--- config.mk ---
export PLATFORM = sky130hd
export DESIGN_NAME = scan_word_buffer
export DESIGN_NICKNAME = d
export VERILOG_FILES = /design/src/rtl/scan_buf_pkg.sv /design/src/rtl/sb_mode_reg.sv /design/src/rtl/sb_word_store.sv /design/src/rtl/sb_pix_shift.sv /design/src/rtl/scan_word_buffer.sv
export SDC_FILE = /design/constraint.sdc
export NUM_CORES = 1
export LEC_CHECK = 0
export ABC_AREA = 1
export CORE_UTILIZATION = 46
export CTS_BUF_LIST = sky130_fd_sc_hd__clkbuf_8
export DETAILED_ROUTE_END_ITERATION = 10
export PLACE_DENSITY = 0.68
export SYNTH_ARGS = -nofsm -noshare
export SYNTH_HDL_FRONTEND = slang
export SYNTH_HIERARCHICAL = 1
export SYNTH_SLANG_ARGS = --single-unit
--- constraint.sdc ---
create_clock -name clk -period 5.2 [get_ports clk]
set_input_delay 1.04 -clock clk [delete_from_list [all_inputs] [get_ports clk]]
set_output_delay 1.04 -clock clk [all_outputs]
set_load 0.03 [all_outputs]
--- src/rtl/scan_buf_pkg.sv ---
package scan_buf_pkg;

    localparam int unsigned WORD_W     = 16;
    localparam int unsigned BUF_DEPTH  = 16;
    localparam int unsigned STOP_LEVEL = 12;

    typedef enum logic {
        PH_EMIT = 1'b0,
        PH_HOLD = 1'b1
    } pix_phase_t;

endpackage

--- src/rtl/sb_mode_reg.sv ---
module sb_mode_reg (
    input  logic       clk,
    input  logic       rst_n,
    input  logic       mode_we,
    input  logic [1:0] mode_bits,
    output logic       half_rate,
    output logic       inverse
);

    logic [1:0] mode_q;

    always_ff @(posedge clk or negedge rst_n) begin
        if (!rst_n) begin
            mode_q <= 2'b00;
        end else if (mode_we) begin
            mode_q <= mode_bits;
        end
    end

    assign half_rate = mode_q[1];
    assign inverse   = mode_q[0];

endmodule

--- src/rtl/sb_word_store.sv ---
module sb_word_store #(
    parameter int unsigned W     = 16,
    parameter int unsigned DEPTH = 16,
    parameter int unsigned STOP  = 12
) (
    input  logic         clk,
    input  logic         rst_n,
    input  logic         wr_en,
    input  logic [W-1:0] wr_data,
    input  logic         rd_req,
    input  logic         clr,
    output logic [W-1:0] rd_data,
    output logic         rd_ok,
    output logic         empty,
    output logic         stop_wake
);

    localparam int unsigned PTR_W = $clog2(DEPTH);

    logic [W-1:0]     mem [0:DEPTH-1];
    logic [PTR_W-1:0] wr_ptr;
    logic [PTR_W-1:0] rd_ptr;
    logic [PTR_W-1:0] level;
    logic             wr_ok;

    // Pointer-pair decode: distance from reader to writer, modulo depth
    assign level     = wr_ptr - rd_ptr;
    assign empty     = (level == '0);
    assign stop_wake = (level >= PTR_W'(STOP));

    assign wr_ok   = wr_en & ~clr;
    assign rd_ok   = rd_req & ~empty & ~clr;
    assign rd_data = mem[rd_ptr];

    always_ff @(posedge clk) begin
        if (wr_ok) begin
            mem[wr_ptr] <= wr_data;
        end
    end

    always_ff @(posedge clk or negedge rst_n) begin
        if (!rst_n) begin
            wr_ptr <= '0;
            rd_ptr <= '0;
        end else if (clr) begin
            wr_ptr <= '0;
            rd_ptr <= '0;
        end else begin
            if (wr_ok) wr_ptr <= wr_ptr + PTR_W'(1);
            if (rd_ok) rd_ptr <= rd_ptr + PTR_W'(1);
        end
    end

    // a clear leaves an empty buffer and a released writer
    a_r5_clear_empties: assert property (@(posedge clk) disable iff (!rst_n)
        clr |=> (empty && !stop_wake));

    // a stored word that nothing removes keeps the buffer non-empty
    a_r2_write_nonempty: assert property (@(posedge clk) disable iff (!rst_n)
        (wr_en && !clr && !rd_req) |=> !empty);

    // with no write, unload or clear the flags hold
    a_r3_idle_stable: assert property (@(posedge clk) disable iff (!rst_n)
        (!wr_en && !rd_req && !clr) |=> ($stable(empty) && $stable(stop_wake)));

endmodule

--- src/rtl/sb_pix_shift.sv ---
module sb_pix_shift
    import scan_buf_pkg::*;
#(
    parameter int unsigned W = 16
) (
    input  logic         clk,
    input  logic         rst_n,
    input  logic         shift_en,
    input  logic         half_rate,
    input  logic         inverse,
    input  logic         blank,
    input  logic [W-1:0] rd_data,
    input  logic         rd_ok,
    output logic         rd_req,
    output logic         pix_out
);

    localparam int unsigned CNT_W = $clog2(W);

    pix_phase_t       phase, phase_n;
    logic [W-1:0]     shreg;
    logic [CNT_W-1:0] bit_cnt;
    logic             step;
    logic             last_bit;

    // Next-phase logic
    always_comb begin
        phase_n = phase;
        unique case (phase)
            PH_EMIT: phase_n = (shift_en && half_rate) ? PH_HOLD : PH_EMIT;
            PH_HOLD: phase_n = shift_en ? PH_EMIT : PH_HOLD;
        endcase
    end

    // State register
    always_ff @(posedge clk or negedge rst_n) begin
        if (!rst_n) phase <= PH_HOLD;
        else        phase <= phase_n;
    end

    assign step     = shift_en && (!half_rate || phase == PH_HOLD);
    assign last_bit = (bit_cnt == CNT_W'(W - 1));
    assign rd_req   = step && last_bit;

    // Output process: shifter and bit position
    always_ff @(posedge clk or negedge rst_n) begin
        if (!rst_n) begin
            shreg   <= '0;
            bit_cnt <= CNT_W'(W - 1);
        end else if (step) begin
            if (last_bit) begin
                shreg   <= rd_ok ? (rd_data ^ {W{inverse}}) : '0;
                bit_cnt <= '0;
            end else begin
                shreg   <= {shreg[W-2:0], 1'b0};
                bit_cnt <= bit_cnt + CNT_W'(1);
            end
        end
    end

    assign pix_out = shreg[W-1] & ~blank;

    // no pixel enable, no movement
    a_r12_freeze: assert property (@(posedge clk) disable iff (!rst_n)
        !shift_en |=> ($stable(shreg) && $stable(bit_cnt) && $stable(phase)));

    // the first half of a half-rate pixel does not move the shifter
    a_r9_half_hold: assert property (@(posedge clk) disable iff (!rst_n)
        (shift_en && half_rate && phase == PH_EMIT) |=> $stable(shreg));

    // full-rate operation never rests in the hold phase
    a_r8_full_phase: assert property (@(posedge clk) disable iff (!rst_n)
        (shift_en && !half_rate) |=> (phase == PH_EMIT));

endmodule

--- src/rtl/scan_word_buffer.sv ---
module scan_word_buffer
    import scan_buf_pkg::*;
(
    input  logic              clk,
    input  logic              rst_n,
    input  logic              wr_en,
    input  logic [WORD_W-1:0] wr_data,
    input  logic              mode_we,
    input  logic [1:0]        mode_bits,
    input  logic              line_end,
    input  logic              dclk_en,
    input  logic              blank,
    input  logic              shift_en,
    output logic              pix_out,
    output logic              empty,
    output logic              stop_wake
);

    logic              half_rate;
    logic              inverse;
    logic              buf_clr;
    logic              rd_req;
    logic              rd_ok;
    logic [WORD_W-1:0] rd_data;

    assign buf_clr = line_end & dclk_en;

    sb_mode_reg u_mode (
        .clk       (clk),
        .rst_n     (rst_n),
        .mode_we   (mode_we),
        .mode_bits (mode_bits),
        .half_rate (half_rate),
        .inverse   (inverse)
    );

    sb_word_store #(
        .W     (WORD_W),
        .DEPTH (BUF_DEPTH),
        .STOP  (STOP_LEVEL)
    ) u_store (
        .clk       (clk),
        .rst_n     (rst_n),
        .wr_en     (wr_en),
        .wr_data   (wr_data),
        .rd_req    (rd_req),
        .clr       (buf_clr),
        .rd_data   (rd_data),
        .rd_ok     (rd_ok),
        .empty     (empty),
        .stop_wake (stop_wake)
    );

    sb_pix_shift #(
        .W (WORD_W)
    ) u_shift (
        .clk       (clk),
        .rst_n     (rst_n),
        .shift_en  (shift_en),
        .half_rate (half_rate),
        .inverse   (inverse),
        .blank     (blank),
        .rd_data   (rd_data),
        .rd_ok     (rd_ok),
        .rd_req    (rd_req),
        .pix_out   (pix_out)
    );

endmodule

[Word level (Yosys, flattened, before mapping)]
Memories as Yosys holds them, arrays and structs flattened.
Cells that the tools add are included.
Cells by class
  $lt $le $gt $ge: 1
  bitwise operators: 10
  multiply operators: 0
  $add $sub $neg: 4
  mux-type cells: 12
  shifts and indexed selects: 0
  reductions and logical operators: 8
  equality and inequality tests: 1
  divide/modulo/power cells: 0
Operators by type and width (number)
  16-bit two-way mux: 2
  4-bit two-way mux: 5
  16-bit bitwise XOR: 1
  4-bit by 1-bit adder with 4-bit output (second input constant): 3
  1-bit AND: 5
  4-bit == test (second input constant): 1
  4-bit >= comparator (second input constant): 1
  4-bit zero test: 1
  1-bit two-way mux: 4
  1-bit inverter: 4
  2-bit nonzero test: 2
  4-bit subtractor: 1
  1-bit logical AND: 3
  1-bit case mux with 2 select lines: 1
  1-bit zero test: 1
  1-bit logical OR: 1
Word-level totals
  flip-flop bits (word level): 31
  memory bits (read-only): 0
  RAM bits: 256
  input bits: 26
  bits in latches: 0
  memories kept: 1
Memories
  u_store.mem: depth 16, bits a word 16, read ports 1, clocked after Yosys merged registers in 0, write ports 1, RTL line sb_word_store.sv:20  | logic [W-1:0] mem [0:DEPTH-1];

[Logic depth before layout (Yosys ltp)]
Gate-level depths: netlist of the first run.
  word-level depth: 8
  mapped depth: 17
  mapped depth without buffers: 15

[By module]
Netlist of the first run, hierarchy kept.
Modules (own cells, without submodules)
  sb_word_store: cells an instance 859, area each 10765.3 um2, times used 1
  sb_pix_shift: cells an instance 176, area each 1411.4 um2, times used 1
  sb_mode_reg: cells an instance 9, area each 76.3 um2, times used 1
  scan_word_buffer: cells an instance 2, area each 7.5 um2, times used 1

[Worst setup path before layout of the first run]
No wires, ideal clock.
  path kind: reg2out
  start point: reg u_store.rd_ptr[2]
  end point: out stop_wake
  slack: 2.178 ns
  stages on the path, launching flop included: 8
  data arrival time: 1.982 ns
  path through: dfrtp_1 > inv_2 > buf_1 > ha_1 > or2_2 > nand3_1 > nand2_1 > a21oi_1
On the way
  cells in the longest elaborated chain, start to end: 2
RTL lines
  start: declaration: RTL line sb_word_store.sv:22  | logic [PTR_W-1:0] rd_ptr;
  start signal: assignment: RTL line sb_word_store.sv:50  | if (rd_ok) rd_ptr <= rd_ptr + PTR_W'(1);
  4-bit subtractor: RTL line sb_word_store.sv:27  | assign level = wr_ptr - rd_ptr;
  4-bit >= comparator: RTL line sb_word_store.sv:29  | assign stop_wake = (level >= PTR_W'(STOP));
  end: declaration: RTL line scan_word_buffer.sv:16  | output logic stop_wake
Every way passes these cells.

[Worst setup path in the final report of the first run]
  start point: reg u_store.rd_ptr[2]
  end point: out empty
On the way
  cells in the longest elaborated chain, start to end: 2
RTL lines
  4-bit subtractor: RTL line sb_word_store.sv:27
  4-bit zero test: RTL line sb_word_store.sv:28  | assign empty = (level == '0);
  end: declaration: RTL line scan_word_buffer.sv:15  | output logic empty,
Every way passes these cells.

==> flow_summary.ini, run 1 <==
[final_layout]
fin_area_um2 = 13600
fin_nets = 1119
areaGrowthSynthToFinish_pct = 10.7
drive_gt1_share_pct = 13.2
diodes = 0
fin_util_pct = 51.9

[sta]
report.final.setup_viol = 0
period_share_pct = 82.9
worst_slew_pin_slew_ns = 1.28
rsz0062_at_grt = false
finalCriticalPeriod_ns = 4.31
timing.slew.headroom_pct = 14.8
clock.fmax_mhz = 232
drv_slew = 0
whs_ns = 0.489
fin_skew_ns = 0.0232
hold_violations = 0
setup_tns_ns = 0

[yosys]
synth_commonest_cells = 256 x edfxtp_1, 239 x nand2_1, 119 x nor2_1, 58 x nand3_1, 48 x o21ai_0
syn_area_per_cell_um2 = 11.7
synth_edf_count = 256
ys_seq_area_share_pct = 69.1
synthArstFlopShare_pct = 10.8
ys_seq_elements = 287
synthTopCellsByArea = edfxtp_1 63%, nand2_1 7.3%, dfrtp_1 5.3%, nor2_1 3.6%, nand3_1 2.4%
synth_top_area_share_pct = 62.7
synthCells = 1046
synth_top_area_cell = edfxtp_1
yosys_warnings = 6
synth.most_common_cell = edfxtp_1
synth_cell_types = 38
syn_nets = 1081
syn_area_um2 = 12300
ys.flop_type = edfxtp_1

[drt]
wl_per_cell_um = 19.3
vias = 7951
ant_nets = 0
drc = 6
drt-initial-drc-count = 728
routed_wl_um = 28000
routed_via_density = 5.48
first_pass_iters = 8

[critical_path]
worstPathArrival_ns = 3.27
r2r-end = u_shift/shreg[11]
r2r_start = u_store/rd_ptr[2]
path_max_fanout = 20
rrSetupSlack_ns = 1.73
r2r_cells = 13
crit_start = u_store/rd_ptr[2]
crit_required_ns = 4.16
cp-start-kind = flip-flop
cp-end-kind = output port
path_class = flip-flop to output port
endpoint = empty

[floorplan]
die_h_um = 165
die-area_um2 = 27300
rows = 59
fp.coreArea_um2 = 26100
initial_utilization_pct = 46.9
die_x_um = 165
ioPinCount = 29

[pwr]
power.density_nw_per_um2 = 373
p_leak_nw = 4.81
power_mw = 5.07
worst_ir_drop_vdd_mv = 0.226

[place]
dp_hpwl_um = 15200
post_dp_cell_area_um2 = 12700
io_buffers = 28
place.gp.congestion = 0.813

[cts]
clock_latency_ns = 0.57
cts_sinks = 287
cts_max_level = 2
cts_resized = 0
hold_buffers = 0
path_clk_slew_ns = 0.06
cts-root-buf = clkbuf_8
cts_setup_buffers = 0
cts_made_buffers = 47
cts_tree = done
clockBufferDepth = 3

[job]
maxCapViolations = 0

[grt]
grt_pass1_wl_um = 43200
overflow = 0
antenna_found_initial = 0
grt_max_degree = 116
grtUsageTotal_pct = 21.4
first_global_vias = 7654

[min_path]
hold_path_class = flip-flop to flip-flop
holdPathStages = 2

[run_status]
violations = design-rule violations
status = finished with violations
layout by cell type (no fill, tap or decap), types with 7 or more instances in the layout:
cell	synthesis	routed
clkdlybuf4s50_1	0	28
nor2_1	119	107
a21oi_2	18	18
nand2_1	239	239
nor2_2	4	16
nand4_1	19	19
nand2_2	15	15
a31oi_1	16	16
inv_1	34	53
clkbuf_8	0	48
nor2_4	7	7
clkinv_1	0	8
dfrtp_1	26	24
edfxtp_1	256	256
o21ai_0	48	48
ha_1	9	9
o211ai_1	30	30
a21oi_1	26	26
o21ai_1	38	38
nand3_1	58	58
buf_4	11	18
worst min-delay path by stage:
stage / to / start
global placement: u_shift/phase / u_shift/phase
detailed placement: u_shift/phase / u_shift/phase
CTS: u_shift/phase / u_shift/phase
floorplan: u_shift/shreg[0] / u_shift/shreg[0]
finish: u_shift/phase / u_shift/phase
global route: u_shift/phase / u_shift/phase
power by group:
part / internal (mW) / switching [mW] / leakage, nW / total [mW]
Sequential: 2.64 / 0.0874 / 2.66 / 2.73
Combinational: 0.178 / 0.390 / 1.65 / 0.567
Clock: 0.908 / 0.863 / 0.502 / 1.77
worst max-delay path: stages (launching register included):
cell and delay (ns):
dfrtp_1 0.36, buf_4 0.23, inv_2 0.39, ha_1 0.35
or2_2 0.29, nand2_1 0.08, nand2_1 0.05, nand2_1 0.08
nand2_2 0.11, inv_1 0.08, clkdlybuf4s50_1 0.66
layout make-up:
| cell class | count | area [um^2] |
|---|---|---|
| clock buffers | 48 | 661 |
| clock inverters | 34 | 179 |
| fillers | 2288 | 12600 |
| inverters | 41 | 161 |
| multi-input cells | 661 | 3260 |
| flip-flops and latches | 287 | 8470 |
| well taps | 335 | 419 |
| repair buffers | 46 | 415 |
metrics by stage:
| step | worst slack (ns) | std cells |
|---|---|---|
| 2_1_floorplan | 2.18 | 1046 |
| 3_3_place_gp | 1.46 | 1370 |
| 3_5_place_dp | 1.39 | 1370 |
| 4_1_cts | 0.876 | 1452 |
| 5_1_grt | 0.743 | 1452 |
| 6_report | 0.891 | 1452 |
flip-flops by register name, summed over array words and instances, names as in the netlist:
register	cells
u_store/mem	256
u_shift/shreg	16
u_shift/bit_cnt	4
u_store/rd_ptr	4
u_store/wr_ptr	4
u_mode/mode_q	2
u_shift/phase	1
per-layer routing:
layer / vias up / routed length, um / GRT usage [%]
li1: 3748 / - / -
met4: 0 / 763 / 8.51
met2: 243 / 13500 / 35.2
met5: - / 0 / 0
met3: 58 / 1590 / 3.42
met1: 3902 / 12200 / 28.5
cells by family after synthesis:
group / share of synthesized area [%]
simple gates: 16.5
compound gates: 8.70
flops: 69.1
buf+inv: 4.58
fa+ha+maj: 0.918
xor+xnor: 0.214
Note: power is estimated with default switching activity, not from simulation.
==> run 2, diff against run 1 <==
clock period = 4.2 ns   (was 5.2 ns; I/O delays follow)
==> flow_summary.ini, run 2 (synthesis gave the netlist of run 1 again) <==
[run_status]
status = finished with violations
violations = design-rule violations

[place]
io_buffers = 28
placedCellCount = 1375
place.gp.congestion = 0.811
place_ws_ns = 1.07
dp_hpwl_um = 15800

[grt]
overflow = 0
globalRoute.busiestLayer = met2
grt_pass1_wl_um = 43400
grtUsageTotal_pct = 21.4
grt_use_met3_pct = 4.12
met1_usage_pct = 28.8
first_global_vias = 7655
gr-usage-met2_pct = 33.9
grt_max_degree = 146
antenna_found_initial = 0

[final_layout]
multi_input_area_um2 = 3260
largest-register = u_store/mem
final_cells = 1460
final_common_cell = edfxtp_1
fin_nets = 1124
diodes = 0
final_cell_mix = 256 x edfxtp_1, 239 x nand2_1, 107 x nor2_1, 58 x nand3_1, 49 x inv_1
fillers = 2298
areaGrowthSynthToFinish_pct = 11.0
ff_latch_area_um2 = 8470
drive_gt1_share_pct = 13.8
largest_reg_flops = 256
reg_top3 = u_store/mem x256, u_shift/shreg x16

[drt]
routed_via_density = 5.41
ant_nets = 0
routed_wl_um = 27800
first_pass_iters = 8
drc = 6
drt-initial-drc-count = 700
wl_per_cell_um = 19.1
vias = 7904

[min_path]
min_from = u_shift/phase
hold_end = u_shift/phase
hold_path_class = flip-flop to flip-flop
holdPathStages = 2

[cts]
path_clk_slew_ns = 0.06
hold_buffers = 0
cts_sinks = 287
cts_tree = done
clock_latency_ns = 0.58
cts_made_buffers = 47
clockBufferDepth = 3
cts_resized = 0
cts-root-buf = clkbuf_8
cts_setup_buffers = 0
cts_max_level = 2

[critical_path]
r2r_cells = 9
cp-start-kind = flip-flop
worstPathArrival_ns = 2.87
path_class = flip-flop to output port
rrSetupSlack_ns = 1.53
crit_required_ns = 3.36
cp-end-kind = output port
r2r-end = u_shift/shreg[6]
path_max_fanout = 17
r2r_start = u_store/rd_ptr[1]

[sta]
drv_slew = 0
setup_tns_ns = 0
timing.slew.headroom_pct = 28.7
rsz0062_at_grt = false
fin_skew_ns = 0.0314
clock.fmax_mhz = 269
hold_violations = 0
finalCriticalPeriod_ns = 3.71
report.final.setup_viol = 0
worst_slack_ns = 0.489
worst_slew_pin_slew_ns = 1.07
period_share_pct = 88.4

[floorplan]
initial_utilization_pct = 46.9
rows = 59
die_h_um = 165
die_x_um = 165
fp.coreArea_um2 = 26100
die-area_um2 = 27300
ioPinCount = 29

[pwr]
p_leak_nw = 4.82
worst_ir_drop_vdd_mv = 0.237
power_mw = 6.26
power.density_nw_per_um2 = 460

[job]
maxCapViolations = 0
==> run 2: cell types whose count changed in the layout (fill, tap and decap cells not counted) <==
| cell | change |
|---|---|
| buf_12 | +1 |
| buf_4 | +4 |
| bufinv_16 | -1 |
| clkinv_1 | +5 |
| clkinv_2 | +3 |
| inv_1 | -4 |
==> run 2: worst max path at each step <==
| stage | start | end | slack [ns] | cells past startpoint |
|---|---|---|---|---|
| after floorplan | u_store/rd_ptr[2] | stop_wake | 1.38 | 7 |
| after CTS | u_store/rd_ptr[1] | empty | 0.45 | 10 |
| after global routing | u_store/rd_ptr[1] | empty | 0.31 | 10 |
| after global placement | u_store/rd_ptr[1] | empty | 1.11 | 10 |
| final | u_store/rd_ptr[1] | empty | 0.49 | 10 |
| after detailed placement | u_store/rd_ptr[1] | empty | 1.07 | 10 |
==> run 2: metrics by stage <==
step	util (%)	instance area [um^2]	hold slack, ns
2_1_floorplan	-	12300	0.459
3_3_place_gp	48.9	12800	0.471
3_5_place_dp	48.9	12800	0.477
4_1_cts	52.1	13600	0.486
5_1_grt	52.1	13600	0.515
6_report	52.1	13600	0.486
==> run 2: power breakdown <==
group          internal (mW)  switching [mW]  leakage (nW)
clock                   1.07            1.09         0.486
combinational          0.224           0.514          1.67
sequential              3.27          0.0843          2.66
==> run 2: area by class of cell <==
cell class / instances / share of cell area [%]
Timing Repair Buffer: 51 / 3.42
Multi-Input combinational cell: 661 / 24.0
Inverter: 41 / 1.19
Clock buffer: 48 / 4.85
Clock inverter: 37 / 1.23
Tap cell: 335 / 3.08
Sequential cell: 287 / 62.3
==> run 2: worst max-delay path: stages, from the launching register on <==
cell	delay [ns]
dfrtp_2	0.40
inv_2	0.32
ha_1	0.33
nand2_1	0.11
nand2_1	0.06
nand2_1	0.07
nand2_1	0.05
nor2_1	0.11
nand2_2	0.12
inv_1	0.07
clkdlybuf4s50_1	0.67
==> run 2: routing by layer <==
metal / up-vias / wire length [um]
li1: 3768 / -
met1: 3777 / 11900
met2: 301 / 13200
met3: 58 / 2000
met4: 0 / 804
met5: - / 0
